[config.mk]
export PLATFORM = sky130hd
export DESIGN_NAME = memstat_regbank
export DESIGN_NICKNAME = d
export VERILOG_FILES = /design/src/rtl/memstat_pkg.sv /design/src/rtl/memstat_sticky.sv /design/src/rtl/memstat_rdport.sv /design/src/rtl/memstat_regbank.sv
export SDC_FILE = /design/constraint.sdc
export NUM_CORES = 1
export LEC_CHECK = 0
export ABC_AREA = 1
export BUFFER_PORTS_ARGS = -buffer_cell sky130_fd_sc_hd__buf_4
export CAP_MARGIN = 20
export CORE_ASPECT_RATIO = 1.2
export CORE_MARGIN = 5
export CORE_UTILIZATION = 50
export DETAILED_ROUTE_END_ITERATION = 6
export PLACE_DENSITY = 0.76
export RECOVER_POWER = 50
export SETUP_SLACK_MARGIN = 0.2
export SLEW_MARGIN = 20
export SYNTH_ARGS = -nofsm -noshare
export SYNTH_HDL_FRONTEND = slang
export SYNTH_HIERARCHICAL = 1
export SYNTH_SLANG_ARGS = --single-unit
[constraint.sdc]
create_clock -name clk -period 1 [get_ports clk]
set_input_delay 0.1 -clock clk [delete_from_list [all_inputs] [get_ports clk]]
set_output_delay 0.1 -clock clk [all_outputs]
set_load 0.05 [all_outputs]
[src/rtl/memstat_pkg.sv]
package memstat_pkg;
  localparam int WORD_W      = 32;
  localparam int NUM_WORDS   = 4;
  localparam int ADDR_W      = $clog2(NUM_WORDS);
  localparam int NUM_FLAGS   = 2;
  localparam int STAT_BITS   = 8;
  localparam logic [ADDR_W-1:0] STICKY_ADDR = ADDR_W'(3);

  // Two's-complement capacity field: >=1 is GiB, negative n is 2^n GiB.
  function automatic logic [7:0] cap_field(input int code);
    logic [31:0] c;
    c = 32'(code);
    return c[7:0];
  endfunction

  function automatic logic [WORD_W-1:0] pack_status(
      input logic [STAT_BITS-1:0] bits,
      input logic [7:0]           bpw,
      input logic [7:0]           cap);
    return {8'h00, cap, bpw, bits};
  endfunction
endpackage

[src/rtl/memstat_sticky.sv]
module memstat_sticky #(
  parameter int N = 2
) (
  input  logic         clk,
  input  logic         rst,
  input  logic [N-1:0] set_i,
  input  logic         clr_i,
  output logic [N-1:0] q_o
);
  for (genvar i = 0; i < N; i++) begin : g_flag
    always_ff @(posedge clk) begin
      if (rst)        q_o[i] <= 1'b0;
      else if (clr_i) q_o[i] <= 1'b0;
      else if (set_i[i]) q_o[i] <= 1'b1;
    end
  end
endmodule

[src/rtl/memstat_rdport.sv]
module memstat_rdport #(
  parameter int NW = 4,
  parameter int DW = 32,
  localparam int AW = $clog2(NW)
) (
  input  logic                 clk,
  input  logic                 rst,
  input  logic                 rd_i,
  input  logic [AW-1:0]        addr_i,
  input  logic [NW-1:0][DW-1:0] words_i,
  output logic [DW-1:0]        rdata_o,
  output logic                 rvalid_o
);
  always_ff @(posedge clk) begin
    if (rst) begin
      rvalid_o <= 1'b0;
      rdata_o  <= '0;
    end else begin
      rvalid_o <= rd_i;
      rdata_o  <= rd_i ? words_i[addr_i] : '0;
    end
  end
endmodule

[src/rtl/memstat_regbank.sv]
module memstat_regbank
  import memstat_pkg::*;
#(
  parameter int RD_FILL_W      = 9,
  parameter int WR_FILL_W      = 11,
  parameter int BYTES_PER_WORD = 32,
  parameter int CAP_CODE       = -1
) (
  input  logic                 clk,
  input  logic                 rst,
  input  logic                 bus_rd,
  input  logic                 bus_wr,
  input  logic [1:0]           bus_addr,
  output logic [31:0]          bus_rdata,
  output logic                 bus_rvalid,
  input  logic                 ctl_done,
  input  logic                 ctl_ready,
  input  logic                 flush_active,
  input  logic                 ctl_reset,
  input  logic                 cal_pass,
  input  logic                 cal_err,
  input  logic                 ctl_rdata_vld,
  input  logic                 ctl_wr_strobe,
  input  logic [RD_FILL_W-1:0] rd_fill,
  input  logic [WR_FILL_W-1:0] wr_fill,
  input  logic                 wr_full_pulse,
  input  logic                 rd_full_pulse
);
  localparam logic [7:0] BPW_F = 8'(BYTES_PER_WORD);
  localparam logic [7:0] CAP_F = cap_field(CAP_CODE);

  // Named internal events for the bound checker.
  logic                          sticky_clr;
  logic [NUM_FLAGS-1:0]          sticky_set;
  logic [NUM_FLAGS-1:0]          sticky_q;
  logic [STAT_BITS-1:0]          status_bits;
  logic [NUM_WORDS-1:0][WORD_W-1:0] words;

  assign sticky_clr  = bus_rd && (bus_addr == STICKY_ADDR);
  assign sticky_set  = {rd_full_pulse, wr_full_pulse};
  assign status_bits = {ctl_wr_strobe, ctl_rdata_vld, cal_err, cal_pass,
                        ctl_reset, flush_active, ctl_ready, ctl_done};

  assign words[0] = pack_status(status_bits, BPW_F, CAP_F);
  assign words[1] = WORD_W'(rd_fill);
  assign words[2] = WORD_W'(wr_fill);
  assign words[3] = WORD_W'(sticky_q);

  memstat_sticky #(.N(NUM_FLAGS)) u_sticky (
    .clk   (clk),
    .rst   (rst),
    .set_i (sticky_set),
    .clr_i (sticky_clr),
    .q_o   (sticky_q)
  );

  memstat_rdport #(.NW(NUM_WORDS), .DW(WORD_W)) u_rdport (
    .clk      (clk),
    .rst      (rst),
    .rd_i     (bus_rd),
    .addr_i   (bus_addr),
    .words_i  (words),
    .rdata_o  (bus_rdata),
    .rvalid_o (bus_rvalid)
  );
endmodule

Word level (Yosys, flattened, before mapping) --
Index checks and enable logic that the tools add are counted.
Operators by class: order comparisons 1, reductions and logical operators 3, eq/ne operators 1, bitwise operators 1, mux-type cells 2
Operators by type and width (count):
- binary-select mux 32 bit (select 2 bit) | 1
- 2-to-1 mux 32 bit | 1
- OR reduction 2 bit | 2
- < comparator 2 x 3 -> 1 bit, second input constant | 1
- == test 2 bit, second input constant | 1
- logical AND 1 bit | 1
- NOT 1 bit | 1
Storage, ports and cells: logic and storage cells 12, bits in registers 35, output and inout port bits 33

Logic depth before layout (Yosys ltp) --
Gate-level depths: netlist (run 1).
depth in word-level cells 3, depth in mapped cells 5, depth with buffers taken out 5

Modules after synthesis --
The synthesis (run 1) kept the hierarchy.
Modules (own cells, without submodules):
- memstat_rdport | instances 1, area each 2483.6 um^2, cells each 414
- memstat_sticky | instances 1, area each 66.3 um^2, cells each 9
- memstat_regbank | instances 1, area each 21.3 um^2, cells each 5

Worst setup path after synthesis (run 1) --
Ideal clock, no wire load.
path kind in2reg, start in bus_rd, end reg u_rdport.rdata_o[10], buffers on the path 2, setup time 0.066 ns, stages 5, setup slack 0.261 ns, data arrival time 0.673 ns, cells stage by stage inv_1 -> or2_1 -> buf_6 -> buf_8 -> a21oi_2
Between the ends: cells in the longest elaborated chain, start to end 2
Ends and longest elaborated chain:
- start: declaration | RTL line memstat_regbank.sv:11 | input logic bus_rd,
- NOT 1 bit (no source line)
- OR reduction 2 bit (no source line)
- end signal: assignment | RTL line memstat_rdport.sv:20 | rdata_o <= rd_i ? words_i[addr_i] : '0;
- end: declaration | RTL line memstat_rdport.sv:11 | output logic [DW-1:0] rdata_o,
No other way between the ends. A chain may end at the register's enable or synchronous reset.

Final worst setup path (run 1) --
start reg u_rdport.rdata_o[29], end out bus_rdata[29]
RTL lines:
- end: declaration | RTL line memstat_regbank.sv:14 | output logic [31:0] bus_rdata,
No word-level cell between the ends.

==> results of run 1 <==
[sequential cells by signal, summed over array words and instances (netlist names)]
register,flops
u_rdport/rdata_o,32
u_rdport/rvalid_o,1
u_sticky/q_o,2
[power breakdown]
part	switching [W]	internal, W	leakage (nW)	total, W
sequential	0.0000451	0.00148	0.301	0.00153
combinational	0.000679	0.000469	1.55	0.00115
clock	0.000487	0.000464	0.0371	0.000952
[metal layers]
metal | vias to the layer above | global-route usage
met5 | - | 0
met4 | 0 | 0.0684
met3 | 11 | 0.0375
met2 | 62 | 0.363
met1 | 1156 | 0.202
li1 | 1433 | -
[placed cells by master, fill, tap and decap left out]
| cell | netlist | layout |
|---|---|---|
| inv_1 | 133 | 133 |
| nand2_1 | 130 | 130 |
| conb_1 | 2 | 98 |
| nand3_1 | 64 | 64 |
| buf_4 | 2 | 37 |
| dfxtp_2 | 0 | 33 |
| a21oi_1 | 3 | 29 |
| buf_8 | 3 | 24 |
| buf_6 | 15 | 9 |
| clkbuf_8 | 0 | 5 |
| buf_12 | 0 | 4 |
| nor2_1 | 4 | 4 |
| a21oi_2 | 29 | 3 |
| inv_2 | 2 | 2 |
| dfxtp_1 | 35 | 2 |
| nor2_2 | 1 | 1 |
| clkbuf_1 | 0 | 1 |
| clkbuf_4 | 1 | 1 |
| or2_2 | 0 | 1 |
| clkbuf_2 | 0 | 1 |
| buf_2 | 3 | 1 |
[timing repair]
action                                  in CTS  in global routing
gates resized for setup                     81                  9
endpoints found under the hold margin        0                  0
endpoints found under the setup margin      33                 33
[area by class of cell]
type / instances / area share
clock buffer: 6 / 0.0201
multi-input combinational: 330 / 0.381
inverter: 135 / 0.140
tap: 60 / 0.0208
timing repair buffer: 77 / 0.232
sequential: 35 / 0.206
[per-stage QoR]
stage	cells	hold slack, ns	utilization
2_1_floorplan	524	0.229	-
3_3_place_gp	637	0.318	0.685
3_5_place_dp	637	0.335	0.685
4_1_cts	643	0.0361	0.744
5_1_grt	643	0.0402	0.725
6_report	643	0.0376	0.725
[synthesized netlist by cell type (all sizes together)]
cell type / instances
a21oi: 32
buf: 23
clkbuf: 1
conb: 2
dfxtp: 35
inv: 135
nand2: 130
nand3: 64
nor2: 5
or2: 1
[logic make-up (layout without fill, tap and decap cells)]
logic type	Yosys count	in the layout	share of synthesized area
AOI/OAI and AO/OA	32	32	0.105
DFF	35	35	0.273
buffers and inverters	159	218	0.295
other	2	98	0.00292
and+or+nand+nor	200	200	0.325
[worst min path at each step]
stage	end	startpoint	slack, ns
after floorplan	u_sticky/q_o[0]	wr_full_pulse	0.23
after CTS	u_sticky/q_o[1]	rd_full_pulse	0.04
after global placement	u_sticky/q_o[1]	rd_full_pulse	0.32
final	u_sticky/q_o[1]	rd_full_pulse	0.04
after detailed placement	u_sticky/q_o[1]	rd_full_pulse	0.34
after global routing	u_sticky/q_o[0]	wr_full_pulse	0.04
==> flow_summary.json, run 1 <==
{
  "core_area_um2": 4970,
  "die_x_um": 75.5,
  "grt_overflow": 0,
  "drt_iter0_drc": 99,
  "critPathSlowestCell": "dfxtp_2",
  "final_antenna_net_count": 0,
  "ir_drop_mv": 0.730,
  "status": "finished, final reports clean",
  "antenna_found_initial": 0,
  "p_per_area_nw_per_um2": 1010,
  "start_util": 0.517,
  "grt_pass1_wl_um": 10100,
  "antenna_cells": 0,
  "fmax_mhz": 1140,
  "end_kind": "output port",
  "nFillCells": 472,
  "endpoint": "bus_rdata[29]",
  "setup-tns-final_ns": 0,
  "slowest_delay_ns": 0.35,
  "routedWlPerCell_um": 9.28,
  "hold_path_class": "in2reg",
  "crit_fanout": 1,
  "syn-instance-count": 428,
  "synth_area_leaders": "dfxtp_1, inv_1, nand2_1, nand3_1, a21oi_2",
  "cts_buffers": 5,
  "portBuffers": 67,
  "path_cells": "buf_8",
  "synth_seq_area_share": 0.273,
  "total_power_w": 0.00363,
  "postRouteWirelength_um": 5970,
  "reg2reg_from": "u_sticky/q_o[0]",
  "met2_length_um": 3040,
  "netlist_area_um2": 2570,
  "clock_path_buffers": 2,
  "setup_viol": 0,
  "crit_family": "flip-flops",
  "worst-path-buf-inv": 1,
  "io_pins": 69,
  "placed_area_um2": 3410,
  "die-area_um2": 6680,
  "hold_viol_final": 0,
  "gp_congestion": 0.743,
  "cp.depth": 1,
  "r2r_cells": 4,
  "synth_top_area_frac": 0.273,
  "fin_nets": 620,
  "ys_types": 16,
  "regArea_um2": 742,
  "cts-root-buf": "clkbuf_8",
  "worst_slack_ns": 0.126,
  "r2r_end": "u_rdport/rdata_o[0]",
  "crit_start": "u_rdport/rdata_o[29]",
  "clk_pin_slew_ns": 0.07,
  "critPathKind": "reg2out",
  "crit_path_start_kind": "flip-flop",
  "hold_buffers": 0,
  "synth-seq-cells": 35,
  "p_leak_nw": 1.89,
  "cts.sinks": 35,
  "die_y_um": 88.6,
  "drive_gt1_frac": 0.209,
  "fin_crit_ns": 0.874,
  "dp_hpwl_um": 4010,
  "fp-row-count": 28,
  "cts_setup_buffers": 0,
  "multiInputGateArea_um2": 1380,
  "vias_per_cell": 4.14,
  "dr.pass1.iters": 4,
  "dpl_worst_slack_ns": 0.0729,
  "rsz0062_at_grt": "true",
  "reg2reg_slack_ns": 0.27,
  "yosysWarnings": 6,
  "highest_layer": "met4",
  "grt_usage": 0.191,
  "cts_tree": "yes",
  "final_min_period_over_clock_period": 0.874,
  "slew_viol_final": 0,
  "wl_met3_um": 357,
  "yosysTopAreaCell": "dfxtp_1",
  "synth_area_per_cell_um2": 6.01,
  "clk_latency_ns": 0.28,
  "htree_num_levels": 2,
  "area_delta_synth_final_pct": 40.3,
  "first_global_vias": 2504,
  "min_path_cells": 3,
  "wl_met1_um": 2460,
  "required_ns": 0.90,
  "maxCapViolCount": 0,
  "via_count": 2662,
  "finClkSkew_ns": 0.00339,
  "grt_max_degree": 53,
  "route.detailed.drc": 0,
  "design_area_um2": 3610,
  "critPathArrivalTime_ns": 0.77
}
Power figures use the tool's default switching activity.
==> run 2, diff against run 1 <==
--- a/config.mk
+++ b/config.mk
@@ -10,9 +10,9 @@
 export CAP_MARGIN = 20
 export CORE_ASPECT_RATIO = 1.2
 export CORE_MARGIN = 5
-export CORE_UTILIZATION = 50
+export CORE_UTILIZATION = 49
 export DETAILED_ROUTE_END_ITERATION = 6
-export PLACE_DENSITY = 0.76
+export PLACE_DENSITY = 0.78
 export RECOVER_POWER = 50
 export SETUP_SLACK_MARGIN = 0.2
 export SLEW_MARGIN = 20
==> constraint.sdc (replaced) <==
create_clock -name clk -period 0.8 [get_ports clk]
set_input_delay 0.08 -clock clk [delete_from_list [all_inputs] [get_ports clk]]
set_output_delay 0.08 -clock clk [all_outputs]
set_load 0.05 [all_outputs]
==> flow_summary.json, run 2 (same netlist as run 1, synthesis figures left out) <==
{
  "cts_tree": "yes",
  "highest_layer": "met4",
  "reg2reg_from": "u_sticky/q_o[1]",
  "critPathArrivalTime_ns": 0.78,
  "status": "finished, violations left",
  "rsz0062_at_grt": "true",
  "switching_share": 0.343,
  "met2_length_um": 3350,
  "hold_path_class": "in2reg",
  "core_area_um2": 5190,
  "grt_usage": 0.190,
  "crit_path_start_kind": "flip-flop",
  "gp_congestion": 0.760,
  "r2r_end": "u_rdport/rdata_o[1]",
  "cts.sinks": 35,
  "critPathSlowestCell": "dfxtp_2",
  "route.detailed.drc": 0,
  "drive_gt1_frac": 0.283,
  "reg2reg_slack_ns": 0.14,
  "cts_buffers": 5,
  "finClkSkew_ns": 0.00444,
  "fin_crit_ns": 0.864,
  "final_antenna_net_count": 0,
  "cts-root-buf": "clkbuf_8",
  "wl_met3_um": 254,
  "worst_slack_ns": -0.0635,
  "clockPowerShare": 0.257,
  "final_common_cell": "inv_1",
  "dr.pass1.iters": 4,
  "routedWlPerCell_um": 9.71,
  "crit_family": "flip-flops",
  "largest-register": "u_rdport/rdata_o",
  "violations": "negative setup slack",
  "dp_hpwl_um": 4300,
  "first_global_vias": 2571,
  "seqPwrFrac": 0.405,
  "tightest_slew_ns": 0.543,
  "end_kind": "output port",
  "maxCapViolCount": 0,
  "finish.utilization": 0.749,
  "grt_overflow": 0,
  "p_comb_frac": 0.338,
  "largestRegisters": "u_rdport/rdata_o (32), u_sticky/q_o (2), u_rdport/rvalid_o (1)",
  "via_count": 2628,
  "p_leak_nw": 1.95,
  "wl_met1_um": 2620,
  "antenna_cells": 0,
  "hold_slack_ns": 0.00887,
  "hold_viol_final": 0,
  "antenna_found_initial": 0,
  "fmax_mhz": 1160,
  "layout_common_cells": "inv_1, nand2_1, conb_1",
  "die_y_um": 89.4,
  "fp-row-count": 29,
  "cts_setup_buffers": 0,
  "clk_pin_slew_ns": 0.07,
  "worst-path-buf-inv": 1,
  "slew_headroom": 0.638,
  "dpl_worst_slack_ns": -0.117,
  "path_cells": "buf_8",
  "grt_max_degree": 33,
  "clk_latency_ns": 0.29,
  "ir_drop_mv": 0.763,
  "min_from": "rd_full_pulse",
  "postRouteWirelength_um": 6300,
  "htree_num_levels": 2,
  "internal_power_w": 0.00311,
  "r2r_cells": 4,
  "slowest_delay_ns": 0.35,
  "slew_viol_final": 0,
  "start_util": 0.496,
  "crit_fanout": 1,
  "final_min_period_over_clock_period": 1.08,
  "total_power_w": 0.00474,
  "grt_pass1_wl_um": 10700,
  "required_ns": 0.72,
  "io_pins": 69,
  "hold_end": "u_sticky/q_o[1]",
  "drt_iter0_drc": 126,
  "vias_per_cell": 4.06,
  "fin_nets": 623,
  "area_delta_synth_final_pct": 51.1,
  "setup_viol": 33,
  "min_path_cells": 3,
  "die-area_um2": 6800,
  "die_x_um": 76.1,
  "largest_reg_flops": 32,
  "switchingPower_w": 0.00163,
  "clock_path_buffers": 2,
  "p_per_area_nw_per_um2": 1220,
  "setup-tns-final_ns": -1.51,
  "portBuffers": 67,
  "critPathKind": "reg2out"
}
==> run 2: cell types whose count changed in the layout (fill, tap and decap cells not counted), sizes merged <==
cell | previous run | this run
clkbuf | 8 | 7
buf | 75 | 79
==> run 2: repair_timing <==
action,4_1_cts,5_1_grt
resized for setup,89,16
gates cloned,1,0
hold buffers,0,0
endpoints found under the setup margin,39,38
pin swaps,2,3
==> run 2: through the flow <==
| step | instance area [µm²] | instances |
|---|---|---|
| finish | 3880 | 648 |
| global route | 3880 | 648 |
| CTS | 3840 | 648 |
| detailed placement | 3490 | 641 |
| global placement | 3490 | 641 |
| floorplan | 2990 | 524 |
==> run 2: cell type report <==
type,instances,area [µm²]
multi-input cells,330,1520
fillers,421,1300
repair buffers,80,961
flip-flops and latches,35,744
inverters,135,512
well taps,62,77.6
clock buffers,6,72.6
==> run 2: layer usage <==
layer / vias to the layer above / track usage
met5: - / 0
li1: 1440 / -
met1: 1126 / 0.198
met4: 0 / 0.0700
met2: 56 / 0.379
met3: 6 / 0.0353
==> run 2: power by group through the flow <==
stage,sequential (W),combinational (W),clock [W]
after global placement,0.00191,0.00142,0
final,0.00192,0.00160,0.00122
after detailed placement,0.00191,0.00144,0
after global routing,0.00193,0.00176,0.00130
after CTS,0.00191,0.00156,0.00124
after floorplan,0.00220,0.000793,0
==> run 2: worst reg2reg max path: stages (launching register included) <==
cell and delay (ns):
dfxtp_2 0.34, inv_2 0.04, nand2_2 0.05, nand3_2 0.06
a21oi_2 0.11
==> run 2: how the worst max path moves through the flow <==
stage	start	endpoint	depth (start not counted)
after floorplan	rst	u_rdport/rdata_o[10]	4
after global placement	rst	u_rdport/rdata_o[31]	4
after detailed placement	rst	u_rdport/rdata_o[29]	4
after CTS	u_rdport/rdata_o[31]	bus_rdata[31]	1
after global routing	u_rdport/rdata_o[31]	bus_rdata[31]	1
final	u_rdport/rdata_o[31]	bus_rdata[31]	1
==> run 3, diff against run 2 <==
--- a/config.mk
+++ b/config.mk
@@ -15,7 +15,8 @@
 export PLACE_DENSITY = 0.78
 export RECOVER_POWER = 50
 export SETUP_SLACK_MARGIN = 0.2
-export SLEW_MARGIN = 20
+export SKIP_LAST_GASP = 1
+export SLEW_MARGIN = 30
 export SYNTH_ARGS = -nofsm -noshare
 export SYNTH_HDL_FRONTEND = slang
 export SYNTH_HIERARCHICAL = 1
==> flow_summary.json, run 3 (same netlist as run 1, synthesis figures left out) <==
{
  "status": "finished, violations left",
  "violations": "negative setup slack",
  "p_per_area_nw_per_um2": 1220,
  "critPathArrivalTime_ns": 0.78,
  "dp_hpwl_um": 4300,
  "final_cell_count_no_fill": 648,
  "drt_iter0_drc": 96,
  "hold_viol_final": 0,
  "final_antenna_net_count": 0,
  "crit_fanout": 1,
  "drive_gt1_frac": 0.283,
  "portBuffers": 67,
  "route.detailed.drc": 0,
  "reg2reg_slack_ns": 0.13,
  "grtUsageMet3": 0.0353,
  "clk_pin_slew_ns": 0.07,
  "fin_crit_ns": 0.859,
  "slew_headroom": 0.640,
  "end_kind": "output port",
  "grt-busiest-layer": "met2",
  "nFillCells": 420,
  "grt_max_degree": 33,
  "largest-register": "u_rdport/rdata_o",
  "core_area_um2": 5190,
  "cts_buffers": 5,
  "worst-path-buf-inv": 1,
  "hold_path_class": "in2reg",
  "antenna_found_initial": 0,
  "grt_usage": 0.191,
  "largest_reg_flops": 32,
  "layout_common_cells": "inv_1, nand2_1, conb_1",
  "crit_family": "flip-flops",
  "antenna_cells": 0,
  "cts-root-buf": "clkbuf_8",
  "grtUsageMet2": 0.380,
  "regArea_um2": 744,
  "fp-row-count": 29,
  "fin_nets": 623,
  "dr.pass1.iters": 4,
  "hold_slack_ns": 0.00767,
  "final_common_cell": "inv_1",
  "setup_viol": 33,
  "p_leak_nw": 1.95,
  "via_count": 2631,
  "crit_start": "u_rdport/rdata_o[31]",
  "finClkSkew_ns": 0.00272,
  "cts_tree": "yes",
  "r2r_cells": 4,
  "ir_drop_mv": 0.766,
  "total_power_w": 0.00473,
  "min_from": "rd_full_pulse",
  "cp.depth": 1,
  "die_y_um": 89.4,
  "grtUsageMet1": 0.199,
  "critPathKind": "reg2out",
  "cts.sinks": 35,
  "postRouteWirelength_um": 6280,
  "grt_overflow": 0,
  "clk_latency_ns": 0.29,
  "slowest_delay_ns": 0.35,
  "worst_slack_ns": -0.0595,
  "final_min_period_over_clock_period": 1.07,
  "crit_path_start_kind": "flip-flop",
  "dp_cells": 641,
  "reg2reg_from": "u_sticky/q_o[1]",
  "start_util": 0.496,
  "htree_num_levels": 2,
  "required_ns": 0.72,
  "critPathSlowestCell": "dfxtp_2",
  "rsz0062_at_grt": "true",
  "endpoint": "bus_rdata[31]",
  "finish.utilization": 0.749,
  "clock_path_buffers": 2,
  "io_pins": 69,
  "r2r_end": "u_rdport/rdata_o[1]",
  "die_x_um": 76.1,
  "maxCapViolCount": 0,
  "area_delta_synth_final_pct": 51.1,
  "largestRegisters": "u_rdport/rdata_o (32), u_sticky/q_o (2), u_rdport/rvalid_o (1)",
  "setup-tns-final_ns": -1.45,
  "die-area_um2": 6800,
  "gp_congestion": 0.760,
  "vias_per_cell": 4.06,
  "slew_viol_final": 0,
  "tightest_slew_ns": 0.540,
  "routedWlPerCell_um": 9.69,
  "first_global_vias": 2585,
  "grt_pass1_wl_um": 10800,
  "fmax_mhz": 1160,
  "path_cells": "buf_8",
  "multiInputGateArea_um2": 1520
}
==> run 3: cell type report <==
class | instances | share of cell area
well taps | 62 | 0.0200
inverters | 135 | 0.132
repair buffers | 80 | 0.247
clock buffers | 6 | 0.0187
multi-input cells | 330 | 0.391
flip-flops and latches | 35 | 0.192
==> run 3: per-stage QoR <==
stage / setup slack [ns] / instance area, µm²
final: -0.0595 / 3880
after global routing: -0.0862 / 3880
after CTS: -0.0722 / 3830
after detailed placement: -0.117 / 3490
after global placement: -0.0950 / 3490
after floorplan: 0.0818 / 2990
==> run 3: tightest hold or removal path, cell delays in order <==
cell and delay [ns]:
buf_4 0.07, nor2_1 0.03, nor2_1 0.08
==> run 3: worst min-delay path by stage <==
| stage | cells after the start | slack (ns) | end |
|---|---|---|---|
| global route | 3 | 0.03 | u_sticky/q_o[1] |
| CTS | 3 | 0.003 | u_sticky/q_o[1] |
| floorplan | 2 | 0.21 | u_sticky/q_o[0] |
| finish | 3 | 0.008 | u_sticky/q_o[1] |
| global placement | 3 | 0.30 | u_sticky/q_o[0] |
| detailed placement | 3 | 0.31 | u_sticky/q_o[1] |
==> run 3: routing by layer <==
layer / vias to the layer above / wire length [µm]
li1: 1442 / -
met1: 1127 / 2600
met2: 54 / 3330
met3: 8 / 266
met4: 0 / 76
met5: - / 0
==> run 3: report_power, final <==
| part | total (W) | internal [W] | switching (W) |
|---|---|---|---|
| clock | 0.00121 | 0.000581 | 0.000626 |
| sequential | 0.00192 | 0.00185 | 0.0000640 |
| combinational | 0.00160 | 0.000675 | 0.000926 |
==> run 3: repair_timing <==
action / in CTS / in global routing
hold buffers: 0 / 0
endpoints found under the setup margin: 39 / 46
setup buffers: 0 / 0
pin swaps: 2 / 3
resized for setup: 85 / 19
gates cloned: 1 / 0
